[src/rtl/agc_pkg.sv]
package agc_pkg;

   localparam int AGC_MANT_W = 4;
   localparam int AGC_EXP_W  = 4;
   localparam int AGC_ADDR_W = 3;

   typedef enum logic [AGC_ADDR_W-1:0] {
      AGC_REG_THRESH = 3'd0,
      AGC_REG_PAIR_A = 3'd1,
      AGC_REG_PAIR_B = 3'd2,
      AGC_REG_LIM_HI = 3'd3,
      AGC_REG_LIM_LO = 3'd4,
      AGC_REG_INIT   = 3'd5,
      AGC_REG_CTRL   = 3'd6
   } agc_reg_e;

   typedef struct packed {
      logic [AGC_EXP_W-1:0]  expo;
      logic [AGC_MANT_W-1:0] mant;
   } agc_lgain_t;

endpackage

[src/rtl/agc_cfg_regs.sv]
module agc_cfg_regs
   import agc_pkg::*;
#(
   parameter int THR_W      = 13,
   parameter int GAIN_W     = 16,
   parameter int DATA_W     = 16,
   parameter int THR_DEF    = 0,
   parameter int INIT_DEF   = 0,
   parameter int LIM_HI_DEF = 32767,
   parameter int LIM_LO_DEF = -32768
) (
   input  logic                     clk,
   input  logic                     rst,
   input  logic                     cfg_wr,
   input  logic [AGC_ADDR_W-1:0]    cfg_addr,
   input  logic [DATA_W-1:0]        cfg_wdata,
   input  logic                     cfg_load,
   input  logic                     ext_sync,
   output logic                     sync_take,
   output logic [THR_W-1:0]         wk_thr,
   output agc_lgain_t               wk_pair_a,
   output agc_lgain_t               wk_pair_b,
   output logic signed [GAIN_W-1:0] wk_lim_hi,
   output logic signed [GAIN_W-1:0] wk_lim_lo,
   output logic signed [GAIN_W-1:0] ms_init
);

   localparam int LG_W = AGC_MANT_W + AGC_EXP_W;
   localparam logic [THR_W-1:0]         THR_D = THR_W'(THR_DEF);
   localparam logic signed [GAIN_W-1:0] HI_D  = GAIN_W'(LIM_HI_DEF);
   localparam logic signed [GAIN_W-1:0] LO_D  = GAIN_W'(LIM_LO_DEF);
   localparam logic signed [GAIN_W-1:0] INI_D = GAIN_W'(INIT_DEF);

   logic [THR_W-1:0]         ms_thr;
   agc_lgain_t               ms_pair_a;
   agc_lgain_t               ms_pair_b;
   logic signed [GAIN_W-1:0] ms_lim_hi;
   logic signed [GAIN_W-1:0] ms_lim_lo;
   logic                     ms_sync_en;
   logic                     copy_en;

   always_ff @(posedge clk) begin
      if (rst) begin
         ms_thr     <= THR_D;
         ms_pair_a  <= '0;
         ms_pair_b  <= '0;
         ms_lim_hi  <= HI_D;
         ms_lim_lo  <= LO_D;
         ms_init    <= INI_D;
         ms_sync_en <= 1'b0;
      end else if (cfg_wr) begin
         case (agc_reg_e'(cfg_addr))
            AGC_REG_THRESH: ms_thr     <= cfg_wdata[THR_W-1:0];
            AGC_REG_PAIR_A: ms_pair_a  <= agc_lgain_t'(cfg_wdata[LG_W-1:0]);
            AGC_REG_PAIR_B: ms_pair_b  <= agc_lgain_t'(cfg_wdata[LG_W-1:0]);
            AGC_REG_LIM_HI: ms_lim_hi  <= cfg_wdata[GAIN_W-1:0];
            AGC_REG_LIM_LO: ms_lim_lo  <= cfg_wdata[GAIN_W-1:0];
            AGC_REG_INIT:   ms_init    <= cfg_wdata[GAIN_W-1:0];
            AGC_REG_CTRL:   ms_sync_en <= cfg_wdata[0];
            default: ;
         endcase
      end
   end

   assign sync_take = ext_sync & ms_sync_en;
   assign copy_en   = cfg_load | sync_take;

   always_ff @(posedge clk) begin
      if (rst) begin
         wk_thr    <= THR_D;
         wk_pair_a <= '0;
         wk_pair_b <= '0;
         wk_lim_hi <= HI_D;
         wk_lim_lo <= LO_D;
      end else if (copy_en) begin
         wk_thr    <= ms_thr;
         wk_pair_a <= ms_pair_a;
         wk_pair_b <= ms_pair_b;
         wk_lim_hi <= ms_lim_hi;
         wk_lim_lo <= ms_lim_lo;
      end
   end

   AST_WORKING_HOLDS: assert property (@(posedge clk) disable iff (rst)
      (!cfg_load && !ext_sync) |=> ($stable(wk_thr) && $stable(wk_pair_a) && $stable(wk_pair_b)
                                    && $stable(wk_lim_hi) && $stable(wk_lim_lo)));
   AST_LOAD_COPIES: assert property (@(posedge clk) disable iff (rst)
      cfg_load |=> (wk_thr == $past(ms_thr) && wk_lim_hi == $past(ms_lim_hi)));

endmodule

[src/rtl/agc_step_calc.sv]
module agc_step_calc
   import agc_pkg::*;
#(
   parameter int THR_W      = 13,
   parameter int GUARD      = 8,
   parameter int SHIFT_IMPL = 1,
   parameter int STEP_W     = THR_W + 2 + AGC_MANT_W + GUARD
) (
   input  logic                     clk,
   input  logic                     rst,
   input  logic [THR_W-1:0]         thr,
   input  logic [THR_W-1:0]         mag,
   input  agc_lgain_t               lg,
   output logic signed [THR_W:0]    err,
   output logic signed [STEP_W-1:0] step
);

   localparam int PROD_W = THR_W + 2 + AGC_MANT_W;
   localparam int SH_MAX = AGC_MANT_W + (2 ** AGC_EXP_W) - 1;
   localparam int SH_W   = $clog2(SH_MAX + 1);

   logic signed [PROD_W-1:0] prod;
   logic signed [STEP_W-1:0] scaled;
   logic [SH_W-1:0]          sh;

   assign err    = $signed({1'b0, thr}) - $signed({1'b0, mag});
   assign prod   = err * $signed({1'b0, lg.mant});
   assign scaled = {prod, {GUARD{1'b0}}};
   assign sh     = SH_W'(SH_MAX) - SH_W'(lg.expo);

   generate
      if (SHIFT_IMPL == 0) begin : g_shift_op
         assign step = scaled >>> sh;
      end else begin : g_shift_barrel
         logic signed [STEP_W-1:0] stg [SH_W+1];
         assign stg[0] = scaled;
         for (genvar k = 0; k < SH_W; k++) begin : g_stage
            assign stg[k+1] = sh[k] ? (stg[k] >>> (1 << k)) : stg[k];
         end
         assign step = stg[SH_W];
      end
   endgenerate

   AST_STEP_SIGN_NEG: assert property (@(posedge clk) disable iff (rst)
      (err < 0) |-> (step <= 0));
   AST_STEP_SIGN_POS: assert property (@(posedge clk) disable iff (rst)
      (err >= 0) |-> (step >= 0));
   AST_ZERO_MANT: assert property (@(posedge clk) disable iff (rst)
      (lg.mant == '0) |-> (step == 0));

endmodule

[src/rtl/agc_gain_acc.sv]
module agc_gain_acc #(
   parameter int GAIN_W   = 16,
   parameter int GUARD    = 8,
   parameter int STEP_W   = 27,
   parameter int INIT_DEF = 0
) (
   input  logic                            clk,
   input  logic                            rst,
   input  logic                            sample_vld,
   input  logic                            sync_take,
   input  logic signed [GAIN_W-1:0]        init_gain,
   input  logic signed [STEP_W-1:0]        step,
   input  logic signed [GAIN_W-1:0]        lim_hi,
   input  logic signed [GAIN_W-1:0]        lim_lo,
   output logic signed [GAIN_W+GUARD-1:0]  acc_q
);

   localparam int ACC_W = GAIN_W + GUARD;
   localparam int SUM_W = ((ACC_W > STEP_W) ? ACC_W : STEP_W) + 1;
   localparam logic signed [GAIN_W-1:0] INI_D = GAIN_W'(INIT_DEF);

   logic signed [ACC_W-1:0] hi_full;
   logic signed [ACC_W-1:0] lo_full;
   logic signed [SUM_W-1:0] acc_x;
   logic signed [SUM_W-1:0] step_x;
   logic signed [SUM_W-1:0] hi_x;
   logic signed [SUM_W-1:0] lo_x;
   logic signed [SUM_W-1:0] sum;
   logic signed [ACC_W-1:0] acc_d;

   assign hi_full = {lim_hi, {GUARD{1'b0}}};
   assign lo_full = {lim_lo, {GUARD{1'b0}}};
   assign acc_x   = {{(SUM_W-ACC_W){acc_q[ACC_W-1]}}, acc_q};
   assign step_x  = {{(SUM_W-STEP_W){step[STEP_W-1]}}, step};
   assign hi_x    = {{(SUM_W-ACC_W){hi_full[ACC_W-1]}}, hi_full};
   assign lo_x    = {{(SUM_W-ACC_W){lo_full[ACC_W-1]}}, lo_full};
   assign sum     = acc_x + step_x;

   always_comb begin
      if (sum > hi_x)      acc_d = hi_full;
      else if (sum < lo_x) acc_d = lo_full;
      else                 acc_d = sum[ACC_W-1:0];
   end

   always_ff @(posedge clk) begin
      if (rst)             acc_q <= {INI_D, {GUARD{1'b0}}};
      else if (sync_take)  acc_q <= {init_gain, {GUARD{1'b0}}};
      else if (sample_vld) acc_q <= acc_d;
   end

   AST_HOLD_IDLE: assert property (@(posedge clk) disable iff (rst)
      (!sample_vld && !sync_take) |=> $stable(acc_q));
   AST_SYNC_LOAD: assert property (@(posedge clk) disable iff (rst)
      sync_take |=> (acc_q[ACC_W-1:GUARD] == $past(init_gain) && acc_q[GUARD-1:0] == '0));
   AST_WITHIN_LIMITS: assert property (@(posedge clk) disable iff (rst)
      (sample_vld && !sync_take && lim_lo <= lim_hi)
         |=> (acc_q <= $past(hi_full) && acc_q >= $past(lo_full)));
   AST_NO_WRAP: assert property (@(posedge clk) disable iff (rst)
      (sample_vld && !sync_take && step > 0)
         |=> (acc_q >= $past(acc_q) || acc_q == $past(hi_full)));

endmodule

[src/rtl/agc_loop_update.sv]
module agc_loop_update
   import agc_pkg::*;
#(
   parameter int THR_W      = 13,
   parameter int GAIN_W     = 16,
   parameter int GUARD      = 8,
   parameter int DATA_W     = 16,
   parameter int SHIFT_IMPL = 1,
   parameter int THR_DEF    = 0,
   parameter int INIT_DEF   = 0,
   parameter int LIM_HI_DEF = 32767,
   parameter int LIM_LO_DEF = -32768
) (
   input  logic              clk,
   input  logic              rst,
   input  logic              cfg_wr,
   input  logic [2:0]        cfg_addr,
   input  logic [DATA_W-1:0] cfg_wdata,
   input  logic              cfg_load,
   input  logic              ext_sync,
   input  logic              sample_vld,
   input  logic [THR_W-1:0]  mag,
   input  logic              gain_sel,
   output logic [GAIN_W-1:0] gain_out
);

   localparam int ACC_W  = GAIN_W + GUARD;
   localparam int STEP_W = THR_W + 2 + AGC_MANT_W + GUARD;

   generate
      if (GUARD < 8) begin : g_bad_guard
         $error("GUARD must be at least 8 fractional bits");
      end
      if (DATA_W < GAIN_W || DATA_W < THR_W || DATA_W < AGC_MANT_W + AGC_EXP_W) begin : g_bad_data
         $error("DATA_W too narrow for the register fields");
      end
      if (SHIFT_IMPL != 0 && SHIFT_IMPL != 1) begin : g_bad_impl
         $error("SHIFT_IMPL must be 0 or 1");
      end
   endgenerate

   logic                     sync_take;
   logic [THR_W-1:0]         wk_thr;
   agc_lgain_t               wk_pair_a;
   agc_lgain_t               wk_pair_b;
   agc_lgain_t               lg_sel;
   logic signed [GAIN_W-1:0] wk_lim_hi;
   logic signed [GAIN_W-1:0] wk_lim_lo;
   logic signed [GAIN_W-1:0] ms_init;
   logic signed [THR_W:0]    err;
   logic signed [STEP_W-1:0] step;
   logic signed [ACC_W-1:0]  acc_q;

   agc_cfg_regs #(
      .THR_W(THR_W), .GAIN_W(GAIN_W), .DATA_W(DATA_W), .THR_DEF(THR_DEF),
      .INIT_DEF(INIT_DEF), .LIM_HI_DEF(LIM_HI_DEF), .LIM_LO_DEF(LIM_LO_DEF)
   ) i_cfg (
      .clk(clk), .rst(rst), .cfg_wr(cfg_wr), .cfg_addr(cfg_addr), .cfg_wdata(cfg_wdata),
      .cfg_load(cfg_load), .ext_sync(ext_sync), .sync_take(sync_take), .wk_thr(wk_thr),
      .wk_pair_a(wk_pair_a), .wk_pair_b(wk_pair_b), .wk_lim_hi(wk_lim_hi),
      .wk_lim_lo(wk_lim_lo), .ms_init(ms_init)
   );

   assign lg_sel = gain_sel ? wk_pair_b : wk_pair_a;

   agc_step_calc #(
      .THR_W(THR_W), .GUARD(GUARD), .SHIFT_IMPL(SHIFT_IMPL), .STEP_W(STEP_W)
   ) i_step (
      .clk(clk), .rst(rst), .thr(wk_thr), .mag(mag), .lg(lg_sel), .err(err), .step(step)
   );

   agc_gain_acc #(
      .GAIN_W(GAIN_W), .GUARD(GUARD), .STEP_W(STEP_W), .INIT_DEF(INIT_DEF)
   ) i_acc (
      .clk(clk), .rst(rst), .sample_vld(sample_vld), .sync_take(sync_take),
      .init_gain(ms_init), .step(step), .lim_hi(wk_lim_hi), .lim_lo(wk_lim_lo), .acc_q(acc_q)
   );

   assign gain_out = acc_q[ACC_W-1:GUARD];

   AST_ERR_RANGE: assert property (@(posedge clk) disable iff (rst)
      (err <= $signed({1'b0, wk_thr})));
   AST_SYNC_IGNORED: assert property (@(posedge clk) disable iff (rst)
      (!sync_take && !sample_vld) |=> $stable(gain_out));

endmodule

[config.mk]
export PLATFORM = sky130hd
export DESIGN_NAME = agc_loop_update
export DESIGN_NICKNAME = d
export VERILOG_FILES = /design/src/rtl/agc_pkg.sv /design/src/rtl/agc_cfg_regs.sv /design/src/rtl/agc_step_calc.sv /design/src/rtl/agc_gain_acc.sv /design/src/rtl/agc_loop_update.sv
export SDC_FILE = /design/constraint.sdc
export NUM_CORES = 1
export LEC_CHECK = 0
export ABC_AREA = 1
export BUFFER_PORTS_ARGS = -buffer_cell sky130_fd_sc_hd__buf_2
export CAP_MARGIN = 20
export CORE_ASPECT_RATIO = 2
export CORE_MARGIN = 3
export CORE_UTILIZATION = 65
export DETAILED_ROUTE_END_ITERATION = 6
export GPL_TIMING_DRIVEN = 0
export PLACE_DENSITY = 0.83
export SYNTH_ARGS = -nofsm -noshare
export SYNTH_HDL_FRONTEND = slang
export SYNTH_SLANG_ARGS = --single-unit
[constraint.sdc]
create_clock -name clk -period 17.8 [get_ports clk]
set_input_delay 0.89 -clock clk [delete_from_list [all_inputs] [get_ports clk]]
set_output_delay 0.89 -clock clk [all_outputs]
set_load 0.005 [all_outputs]
* Word-level counts from Yosys, hierarchy flattened *
Cells that the tools add are included.

cells by class
  div/mod/pow operators = 0
  eq/ne operators = 6
  shift operators = 0
  $lt $le $gt $ge = 2
  mux-type cells = 10
  $add $sub $neg = 3
  multipliers = 1
  reduce and logical (&&, ||, !) cells = 10
  bitwise gates (word level) = 2

operators by type and width
  kind                                                                    count
  26-bit two-way mux                                                      5
  24-bit two-way mux                                                      4
  24-bit by 27-bit adder with 28-bit output                               1
  28-bit by 24-bit > comparator with 1-bit output                         1
  28-bit by 24-bit < comparator with 1-bit output                         1
  14-bit by 5-bit multiplier with 19-bit output                           1
  2-bit AND reduction                                                     7
  13-bit by 13-bit subtractor with 14-bit output                          1
  3-bit equality test (second input constant)                             3
  8-bit two-way mux                                                       1
  3-bit by 2-bit equality test with 1-bit output (second input constant)  2
  5-bit by 4-bit subtractor with 5-bit output (first input constant)      1
  3-bit by 1-bit equality test with 1-bit output (second input constant)  1
  3-bit zero test                                                         1
  2-bit nonzero test                                                      1
  2-bit OR reduction                                                      1
  1-bit AND                                                               1
  1-bit bitwise OR                                                        1

storage, ports and cells
  flip-flop bits (word level) = 163
  bits in latches = 0
  output and inout port bits = 16
  logic and storage cells = 52
  input port bits = 39
  memory bits (writable) = 0
  memories kept = 0
  ROM bits = 0

* Logic depth before layout (Yosys ltp) *
Gate-level depths: netlist of run 1.

  word-level depth = 13
  mapped depth = 60
  gate-level depth less buffers = 59

* Cells and area by module *
Synthesis of run 1 repeated with hierarchy kept, for this count alone.

unflattened totals
  cell total of the unflattened synthesis = 2,064
  area total of the unflattened synthesis = 13,489.2 um2

by module, submodules not included
  module           cells an instance  area each (um2)  seq. area each (um2)  times used
  agc_cfg_regs     705                5,146.2          2,782.7               1
  agc_step_calc    724                4,166.5          0.0                   1
  agc_gain_acc     609                4,071.4          480.5                 1
  agc_loop_update  26                 105.1            0.0                   1

* Least setup slack after synthesis of run 1 *
OpenSTA, ideal clock, no wires.

  path kind = input-to-reg
  start point = in mag[0]
  end point = reg i_acc.acc_q[16]
  data required time = 17,660 ps
  cell stages on the path = 52
  data arrival time = 8,554 ps
  setup slack = 9,105 ps
  path buffers = 1
  library setup time = 141 ps
  path through = ha_1 fa_1 inv_1 a31oi_1 o21ai_0 a21oi_1 o21bai_1 nand2_1 a21oi_1 o21ai_0 nand2_1 nor2_1 ha_1 fa_1 inv_1 fa_1 inv_1 ha_1 [... 16 more ...] a21oi_2 o21ai_2 nand3_1 nand3_1 a21oi_1 xnor2_1 ha_1 nand4_1 nor3_1 nor4b_2 nand2_2 nand2_2 nand2_2 buf_6 nand3_1 nand3_1 nand2_1 a21oi_2

between the ends
  word-level cells in the longest chain between the ends = 13
  elaborated cells on any way between the ends = 14
  classes of those cells = add/sub: 2; mul: 1; order compare: 2; mux: 9

ends and longest elaborated chain
  element                                             line                   text
  from (decl)                                         agc_loop_update.sv:22  input logic [THR_W-1:0] mag,
  13-bit by 13-bit subtractor with 14-bit output (*)  agc_step_calc.sv:26    assign err = $signed({1'b0, thr}) - $signed({1'b0, mag});
  14-bit by 5-bit multiplier with 19-bit output (*)   agc_step_calc.sv:27    assign prod = err * $signed({1'b0, lg.mant});
  26-bit two-way mux (5 in series)                    agc_step_calc.sv:38    assign stg[k+1] = sh[k] ? (stg[k] >>> (1 << k)) : stg[k];
  24-bit by 27-bit adder with 28-bit output (*)       agc_gain_acc.sv:37     assign sum = acc_x + step_x;
  28-bit by 24-bit < comparator with 1-bit output     agc_gain_acc.sv:41     else if (sum < lo_x) acc_d = lo_full;
  24-bit two-way mux                                  agc_gain_acc.sv:41
  24-bit two-way mux (*)                              agc_gain_acc.sv:40     if (sum > hi_x) acc_d = hi_full;
  24-bit two-way mux (*)                              agc_gain_acc.sv:48     else if (sample_vld) acc_q <= acc_d;
  24-bit two-way mux (*)                              agc_gain_acc.sv:47     else if (sync_take) acc_q <= {init_gain, {GUARD{1'b0}}};
  to (signal assigned)                                agc_gain_acc.sv:46     if (rst) acc_q <= {INI_D, {GUARD{1'b0}}};
  to (signal assigned)                                agc_gain_acc.sv:47
  to (decl)                                           agc_gain_acc.sv:15     output logic signed [GAIN_W+GUARD-1:0] acc_q

Every way passes the cells marked *; elsewhere a longest branch is shown, timed or not. The select of a mux whose other input is x is not followed.
A chain may end at the register's enable or synchronous reset.

* Worst setup path after layout of run 1 *
  start point = in mag[0]
  end point = reg i_acc.acc_q[22]

Same word-level chain as after synthesis.

==> results.py, run 1 <==
metrics = {
    "critical_path": {
        "required_ps": 18120,
        "cp-startpoint": "mag[0]",
        "reg2reg_depth": 49,
        "arrival_ps": 11030,
        "cp_slowest_cell": "nor4_1",
        "critPathMaxStageDelay_ps": 750,
        "timing.rr.start": "i_cfg.wk_thr[0]",
        "rrSetupSlack_ps": 7270,
        "start_kind": "input pin",
        "critical_path_class": "in2reg",
        "crit_path_max_fanout": 10,
        "worstSetupEndpointType": "register",
        "reg2reg_to": "i_acc.acc_q[22]",
    },
    "power_and_ir_drop": {
        "ir_worst_vdd_mv": 0.1437,
        "p_sw_uw": 1140,
        "swShare_pct": 49.62,
        "combPwrFrac_pct": 63.1,
        "power_uw": 2298,
        "p_int_uw": 1157,
        "power.density_nw_per_um2": 164.9,
        "total_leakage_power_uw": 0.006948,
        "clkPwrFrac_pct": 18.1,
        "p_seq_share_pct": 18.8,
    },
    "routing": {
        "drc_errors": 0,
        "via_per_inst": 5.974,
        "final_antenna_net_count": 0,
        "drt_iter0_drc": 894,
        "num_vias": 13275,
        "wirelength_mm": 41.61,
        "drt_pass1_iterations": 7,
        "post_drt_wl_per_cell_um": 18.73,
    },
    "cts": {
        "clock_path_buffers": 3,
        "path_clk_slew_ps": 50,
        "cts_tree": "built",
        "clock_latency_ps": 480,
        "cts.sinks": 163,
        "cts_root_buf": "clkbuf_16",
        "cts_hold_buf": 0,
        "cts_inserted_buffers": 25,
        "h-tree-depth": 4,
        "cts_setup_buffers": 0,
        "cts_resized": 0,
    },
    "grt": {
        "antenna_found_initial": 0,
        "grt_pass1_wl_mm": 65.20,
        "grt_max_degree": 16,
        "grt_pass1_vias": 13451,
        "grt_overflow": 0,
        "grt_use_total_pct": 38.69,
    },
    "logic_synthesis": {
        "synth-main-ff-cell": "dfxtp_1",
        "syn-num-nets": 2068,
        "yosysTopAreaCell": "dfxtp_1",
        "synth_compound_area_share_pct": 17.48,
        "yosysMostFrequentCell": "nand2_1",
        "ys_warn_count": 0,
        "yosysSeqAreaShare_pct": 25.75,
        "ys_types": 46,
        "synth_edf_count": 0,
        "synthTopCellsByArea": "dfxtp_1 26%, ha_1 11%, o21ai_0 8.2%",
        "async_flop_share_pct": 0,
        "synthXorXnorAreaFrac_pct": 2.902,
        "ys_seq_elements": 163,
        "synth_top_cell_area_share_pct": 25.75,
        "syn_inst": 1884,
        "synth_top_family_by_area": "simple AND/OR/NAND/NOR gates",
        "synth_common_cells": "273 x nand2_1, 250 x nor2_1, 239 x inv_1",
        "synthAdderAreaFrac_pct": 16.15,
        "synth-simple-area-share_pct": 26.79,
        "synth_area_um2": 12670,
        "muxShareOfSynthArea_pct": 0.3159,
        "avgSynthCellArea_um2": 6.728,
    },
    "floorplan": {
        "io_pins": 55,
        "fp.dieH_um": 203.5,
        "core-area_um2": 19010,
        "std_cell_rows": 71,
        "dieArea_um2": 21310,
        "die_width_um": 104.7,
        "initial_core_util_pct": 66.67,
    },
    "finish": {
        "finish.utilization_pct": 73.31,
        "syn2layout_area_growth_pct": 9.960,
        "drive_gt1_share_pct": 7.931,
        "diodes": 0,
        "num-nets-final": 2147,
    },
    "worst_hold_path": {
        "hold_class": "reg2reg",
        "hold_start": "i_cfg.ms_lim_hi[7]",
        "whs_path_depth": 2,
        "holdPathEnd": "i_cfg.ms_lim_hi[7]",
    },
    "sta": {
        "report.final.slew_viol_count": 0,
        "setup-violations-final": 0,
        "skew_ps": 16.35,
        "setup_ws_ps": 7084,
        "fin_setup_tns_ps": 0,
        "hold_violations": 0,
        "finalCritPeriodShare_pct": 60.20,
        "tightest_slew_ps": 941.8,
        "timing.fmax_mhz": 93.32,
        "hold_slack_ps": 458.5,
        "max_slew_margin_pct": 36.73,
        "period_needed_ps": 10720,
        "rsz0062_at_grt": "no",
    },
    "place": {
        "dp_hpwl_mm": 33.14,
        "gp_routability_congestion": 0.9877,
        "port_buffers": 52,
        "place_ws_ps": 7013,
    },
    "job": {
        "drv_cap": 0,
    },
    "run_status": {
        "status": "finished clean",
    },
}
[sequential cells by signal (all words and copies together), names as in the netlist, 13 cells and up]
register / cells
i_cfg.ms_lim_lo: 16
i_acc.acc_q: 24
i_cfg.wk_lim_hi: 16
i_cfg.wk_thr: 13
i_cfg.ms_init: 16
i_cfg.ms_lim_hi: 16
i_cfg.ms_thr: 13
i_cfg.wk_lim_lo: 16
[worst max-delay path by stage]
| stage | slack [ps] | endpoint |
|---|---|---|
| after floorplan | 9110 | i_acc.acc_q[16] |
| after global placement | 7090 | i_acc.acc_q[22] |
| after detailed placement | 7010 | i_acc.acc_q[22] |
| after CTS | 7490 | i_acc.acc_q[22] |
| after global routing | 6650 | i_acc.acc_q[17] |
| final | 7080 | i_acc.acc_q[22] |
[metrics by stage]
step	area, µm²	instances
2_1_floorplan	12670	1884
3_3_place_gp	13250	2191
3_5_place_dp	13250	2191
4_1_cts	13940	2222
5_1_grt	13940	2222
6_report	13940	2222
[routing by layer]
metal | vias to the layer above | GRT usage (%) | wire [µm]
met5 | - | 0 | 0
met4 | 0 | 32.05 | 3986
met3 | 243 | 5.828 | 2629
met2 | 597 | 73.62 | 21620
met1 | 6086 | 35.08 | 13380
li1 | 6349 | - | -
[logic make-up (layout without fill, tap and decap cells)]
family / count (synthesis) / in the layout
xor gates and xnor gates: 42 / 42
muxes: 4 / 4
and+or+nand+nor: 785 / 785
AOI/OAI and AO/OA: 416 / 416
DFF: 163 / 163
buffers and inverters: 329 / 412
adders and majority gates: 145 / 145
[power groups by stage]
| stage | Clock (µW) | Sequential (µW) | Combinational, µW |
|---|---|---|---|
| final | 415 | 433 | 1450 |
| after global routing | 426 | 435 | 1590 |
| after CTS | 411 | 431 | 1410 |
| after detailed placement | 0 | 438 | 1400 |
| after global placement | 0 | 438 | 1370 |
| after floorplan | 0 | 423 | 1020 |
[final cells by class]
cell class / count / area [µm²]
repair buffers: 52 / 260.3
inverters: 243 / 912.1
multi-input cells: 1392 / 8066
flip-flops and latches: 163 / 3263
clock inverters: 2 / 12.51
clock buffers: 29 / 670.6
fillers: 1617 / 5074
plain buffers: 86 / 432.9
well taps: 255 / 319.1
[critical path, delay by kind of cell]
| kind | cells | cell delay (ps) |
|---|---|---|
| buffers and inverters | 7 | 650 |
| adders and majority gates | 8 | 2920 |
| xor gates and xnor gates | 2 | 630 |
| and+or+nand+nor | 23 | 4290 |
| AOI/OAI and AO/OA | 9 | 1640 |
[cell usage in the layout, fill, tap and decap left out, types with 55 or more instances in the layout]
| cell | synthesis | layout |
|---|---|---|
| nand3_1 | 196 | 196 |
| inv_1 | 239 | 239 |
| buf_2 | 7 | 59 |
| clkbuf_1 | 54 | 55 |
| a21oi_1 | 154 | 154 |
| ha_1 | 114 | 114 |
| nor2_1 | 250 | 250 |
| dfxtp_1 | 163 | 163 |
| o21ai_0 | 208 | 208 |
| nand2_1 | 273 | 273 |
(Power assumes the default switching activity.)
==> run 2, diff against run 1 <==
- CORE_UTILIZATION: 65 -> 57
- PLACE_DENSITY: 0.83 -> 0.78
- clock period: 17.8 -> 9.6 ns (I/O delays scaled with it)
==> run 2 against run 1 <==
Count of clock-buffer cells in the layout decreased by 6. Sequential cell count unchanged. Combinational power increased by 110%. Routed wire length decreased by 2.4%. Via count decreased by 2.6%. Total power increased by 95%. Non-clock buffer count increased by 9. Critical path type is now reg2reg. Highest routed layer unchanged. Critical path depth increased by 3. Clock skew decreased by 8.2 ps. Die area increased by 13%. Worst setup slack got worse by 6600 ps.
==> results.py, run 2 (same netlist as run 1, synthesis figures left out) <==
metrics = {
    "sta": {
        "finalCritPeriodShare_pct": 95.30,
        "timing.fmax_mhz": 109.3,
        "max_slew_margin_pct": 37.88,
        "tightest_slew_ps": 924.7,
        "setup-violations-final": 0,
        "hold_violations": 0,
        "skew_ps": 8.111,
        "period_needed_ps": 9149,
        "report.final.slew_viol_count": 0,
        "hold_slack_ps": 304.9,
    },
    "critical_path": {
        "arrival_ps": 9440,
        "cp_slowest_cell": "fa_1",
        "critPathMaxStageDelay_ps": 510,
        "crit_path_max_fanout": 10,
        "crit_top_cell": "nand2_1",
        "worstSetupEndpointType": "register",
        "start_kind": "register",
        "required_ps": 9890,
        "critical_path_class": "reg2reg",
    },
    "worst_hold_path": {
        "hold_class": "in2reg",
    },
    "finish": {
        "final_common_cell": "nand2_1",
        "drive_gt1_share_pct": 11.68,
        "finish.utilization_pct": 66.26,
        "n_fill_cell": 2009,
        "largest_register_ffs": 24,
        "diodes": 0,
        "regMostFlops": "i_acc.acc_q",
        "layout_common_cells": "266 x nand2_1, 247 x nor2_1, 238 x inv_1",
        "num-nets-final": 2148,
        "syn2layout_area_growth_pct": 13.34,
    },
    "grt": {
        "antenna_found_initial": 0,
        "grt_use_total_pct": 33.37,
        "grt_pass1_vias": 13151,
        "grt_overflow": 0,
        "grt_pass1_wl_mm": 63.89,
        "grt_max_degree": 17,
    },
    "routing": {
        "drt_pass1_iterations": 5,
        "drt_iter0_drc": 736,
        "drc_errors": 0,
        "final_antenna_net_count": 0,
        "wirelength_mm": 40.62,
        "via_per_inst": 5.747,
        "num_vias": 12930,
        "post_drt_wl_per_cell_um": 18.06,
    },
    "floorplan": {
        "dieArea_um2": 24170,
        "std_cell_rows": 76,
        "core-area_um2": 21680,
        "die_width_um": 111.4,
        "io_pins": 55,
        "fp.dieH_um": 216.9,
        "initial_core_util_pct": 58.46,
    },
    "place": {
        "gp_routability_congestion": 1.025,
        "port_buffers": 52,
        "dp_hpwl_mm": 33.46,
    },
    "run_status": {
        "status": "finished clean",
    },
    "power_and_ir_drop": {
        "ir_worst_vdd_mv": 0.3424,
        "power.density_nw_per_um2": 311.7,
        "total_leakage_power_uw": 0.007047,
        "power_uw": 4478,
    },
    "cts": {
        "clock_path_buffers": 2,
        "h-tree-depth": 4,
        "clock_latency_ps": 430,
        "cts_root_buf": "clkbuf_16",
        "cts.sinks": 163,
        "cts_inserted_buffers": 17,
        "cts_tree": "built",
        "path_clk_slew_ps": 70,
    },
    "job": {
        "drv_cap": 0,
    },
}
## run 2: cell count changes in the layout (fill, tap and decap cells not counted), sizes merged
cell and delta:
buf +9, clkbuf -6, clkinv +3, inv +2
bufinv +1, clkinvlp +1
## run 2: critical path: cells and delay by family (launching register included)
family                     cells  cell delay (ps)
DFF                            1              310
AOI/OAI and AO/OA             13             2210
adders and majority gates      8             2780
buffers and inverters          5              480
xor gates and xnor gates       1              490
and+or+nand+nor               25             2710
## run 2: per-layer routing
metal	up-vias	share of wire (%)	GRT usage (%)
li1	6371	-	-
met3	187	4.0	4.146
met1	5947	34	30.87
met2	425	53	63.91
met4	0	9.0	26.76
met5	-	0	0
## run 2: stage by stage
step	TNS (ps)	worst slack, ps	cells	cell area (µm²)
2_1_floorplan	0	1315	1884	12670
3_3_place_gp	-10180	-569.3	2209	13280
3_5_place_dp	-11260	-594.6	2209	13280
4_1_cts	0	3.368	2241	13930
5_1_grt	-301.3	-52.69	2250	14370
6_report	0	451.4	2250	14370
## run 2: final timing paths
kind	startpoint	to	slack (ps)	cells past startpoint
hold / removal	sample_vld	i_acc.acc_q[0]	300	2
hold reg to reg	i_cfg.ms_init[4]	i_cfg.ms_init[4]	450	2
setup reg to reg	i_cfg.wk_thr[0]	i_acc.acc_q[15]	450	52
setup / recovery	i_cfg.wk_thr[0]	i_acc.acc_q[15]	450	52
## run 2: layout make-up
type	instances	area, µm²	share of cell area (%)
buffer	86	437.9	3.049
timing repair buffer	61	340.3	2.369
clock inverter	9	96.34	0.6707
clock buffer	23	478.0	3.327
multi-input combinational	1392	8496	59.14
inverter	243	912.1	6.350
tap	273	341.6	2.378
sequential	163	3263	22.72
## run 2: report_power, final
| part | total [µW] | internal [µW] | switching (µW) | leakage (µW) |
|---|---|---|---|---|
| clock | 662 | 381 | 282 | 0.000276 |
| sequential | 804 | 742 | 62.6 | 0.00134 |
| combinational | 3010 | 1080 | 1930 | 0.00544 |
| total | 4480 | 2200 | 2270 | 0.00705 |
## run 2: repair_timing
item | 4_1_cts | 5_1_grt
hold buffers | 0 | 0
pin swaps | 1 | 25
buffers inserted | 0 | 9
gates resized for setup | 16 | 83
setup endpoints to repair | 24 | 24
==> run 3, diff against run 2 <==
- CORE_UTILIZATION: 57 -> 63
- PLACE_DENSITY: 0.78 -> 0.81
- clock period: 9.6 -> 8.7 ns (I/O delays scaled with it)
==> run 3 against run 2 <==
The flow now finishes with violations (negative setup slack). Total power up 44%. Hold slack worse by 92 ps. Combinational power up 56%. First-iteration DRC count up 57%. Final area up 14%. Clock skew up 13 ps. Routed wire length up 18%. Via count up 11%. Largest cell class unchanged. Non-clock buffer count up 43. Final cell count up 1.3%. Maximum frequency down 1.1%. Utilization up 18 points.
==> results.py, run 3 (same netlist as run 1, synthesis figures left out) <==
metrics = {
    "routing": {
        "top_layer": "met4",
        "drt_pass1_iterations": 6,
        "wirelength_mm": 48.02,
        "post_drt_wl_per_cell_um": 21.07,
        "met3_length_mm": 3.413,
        "num_vias": 14330,
        "via_per_inst": 6.288,
        "drt_iter0_drc": 1156,
        "wl_met1_mm": 15.06,
        "drc_errors": 0,
        "final_antenna_net_count": 0,
        "wl_met2_mm": 24.25,
    },
    "sta": {
        "hold_slack_ps": 212.9,
        "skew_ps": 21.32,
        "setup-violations-final": 24,
        "max_slew_margin_pct": 40.54,
        "period_needed_ps": 9246,
        "finalCritPeriodShare_pct": 106.3,
        "hold_violations": 0,
        "timing.fmax_mhz": 108.2,
        "report.final.slew_viol_count": 0,
        "fin_setup_tns_ps": -9084,
        "tightest_slew_ps": 885.1,
        "setup_ws_ps": -546.0,
        "rsz0062_at_grt": "yes",
    },
    "finish": {
        "drive_gt1_share_pct": 25.74,
        "n_fill_cell": 1207,
        "diodes": 0,
        "largest_register_ffs": 24,
        "layout_common_cells": "235 x nor2_1, 229 x inv_1, 203 x nand2_1",
        "syn2layout_area_growth_pct": 29.60,
        "multi_input_area_um2": 10050,
        "final_common_cell": "nor2_1",
        "regMostFlops": "i_acc.acc_q",
        "num-nets-final": 2199,
        "regArea_um2": 3264,
    },
    "cts": {
        "clock_path_buffers": 3,
        "cts_inserted_buffers": 25,
        "path_clk_slew_ps": 60,
        "cts.sinks": 163,
        "clock_latency_ps": 490,
        "cts_tree": "built",
        "h-tree-depth": 4,
        "cts_root_buf": "clkbuf_16",
    },
    "place": {
        "place_ws_ps": -1706,
        "port_buffers": 52,
        "dp_hpwl_mm": 33.20,
        "gp_routability_congestion": 1.009,
    },
    "critical_path": {
        "critPathMaxStageDelay_ps": 520,
        "arrival_ps": 9570,
        "cp_slowest_cell": "fa_1",
        "required_ps": 9020,
        "cp-startpoint": "i_cfg.wk_thr[0]",
        "start_kind": "register",
        "timing.rr.start": "i_cfg.wk_thr[0]",
        "crit_path_max_fanout": 8,
        "worstSetupEndpointType": "register",
        "crit_top_cell": "nand2_1",
        "critical_path_class": "reg2reg",
    },
    "floorplan": {
        "core-area_um2": 19550,
        "initial_core_util_pct": 64.84,
        "fp.dieH_um": 206.6,
        "dieArea_um2": 21960,
        "io_pins": 55,
        "std_cell_rows": 72,
        "die_width_um": 106.3,
    },
    "worst_hold_path": {
        "hold_class": "in2reg",
        "hold_start": "cfg_wdata[15]",
    },
    "run_status": {
        "failed_checks": "negative setup slack",
        "status": "finished, violations left",
    },
    "grt": {
        "antenna_found_initial": 0,
        "grt_max_degree": 17,
        "grt_pass1_wl_mm": 66.80,
        "grt_pass1_vias": 13763,
        "grt_overflow": 0,
        "grt_use_total_pct": 38.79,
    },
    "power_and_ir_drop": {
        "ir_worst_vdd_mv": 0.3102,
        "total_leakage_power_uw": 0.007663,
        "power.density_nw_per_um2": 392.4,
    },
    "job": {
        "drv_cap": 0,
    },
}
run 3: final timing paths:
path | cells after the start | to | slack, ps
min reg2reg | 2 | i_cfg.ms_lim_hi[2] | 460
min | 3 | i_cfg.ms_lim_lo[15] | 210
max | 51 | i_acc.acc_q[21] | -550
max reg2reg | 51 | i_acc.acc_q[21] | -550
run 3: layout make-up:
| cell class | instances | area share (%) |
|---|---|---|
| Clock buffer | 31 | 4.190 |
| Clock inverter | 1 | 0.03047 |
| Tap cell | 259 | 1.973 |
| Multi-Input combinational cell | 1392 | 61.17 |
| Sequential cell | 163 | 19.87 |
| Buffer | 86 | 2.834 |
| Inverter | 243 | 5.568 |
| Timing Repair Buffer | 104 | 4.365 |
run 3: critical path: cells and delay by family, from the launching register on:
| family | cells | cell delay, ps |
|---|---|---|
| buffers and inverters | 8 | 770 |
| xor gates and xnor gates | 2 | 550 |
| and+or+nand+nor | 18 | 2010 |
| DFF | 1 | 330 |
| AOI/OAI and AO/OA | 15 | 2670 |
| adders and majority gates | 8 | 2700 |
run 3: per-stage QoR:
| step | util, % | total power [µW] | cells | area [µm²] |
|---|---|---|---|---|
| 2_1_floorplan | - | 2946 | 1884 | 12670 |
| 3_3_place_gp | 67.83 | 3656 | 2195 | 13260 |
| 3_5_place_dp | 67.83 | 3728 | 2195 | 13260 |
| 4_1_cts | 76.25 | 5063 | 2254 | 14910 |
| 5_1_grt | 84.02 | 6753 | 2279 | 16430 |
| 6_report | 84.02 | 6445 | 2279 | 16430 |
run 3: timing repair:
item / in CTS / in global routing
buffers inserted: 26 / 22
hold buffers: 0 / 0
gates resized for setup: 161 / 288
pin swaps: 57 / 107
cloned: 1 / 3
setup endpoints to repair: 24 / 24
run 3: per-layer routing:
layer | GRT usage [%] | vias up
met4 | 33.44 | 0
li1 | - | 6472
met2 | 72.94 | 853
met3 | 6.100 | 392
met1 | 35.42 | 6613
met5 | 0 | -
run 3: power breakdown:
| part | total, µW | leakage (µW) | internal [µW] | switching [µW] |
|---|---|---|---|---|
| Sequential | 905 | 0.00134 | 819 | 85.6 |
| Combinational | 4690 | 0.00598 | 1860 | 2830 |
| Clock | 851 | 0.000343 | 545 | 306 |
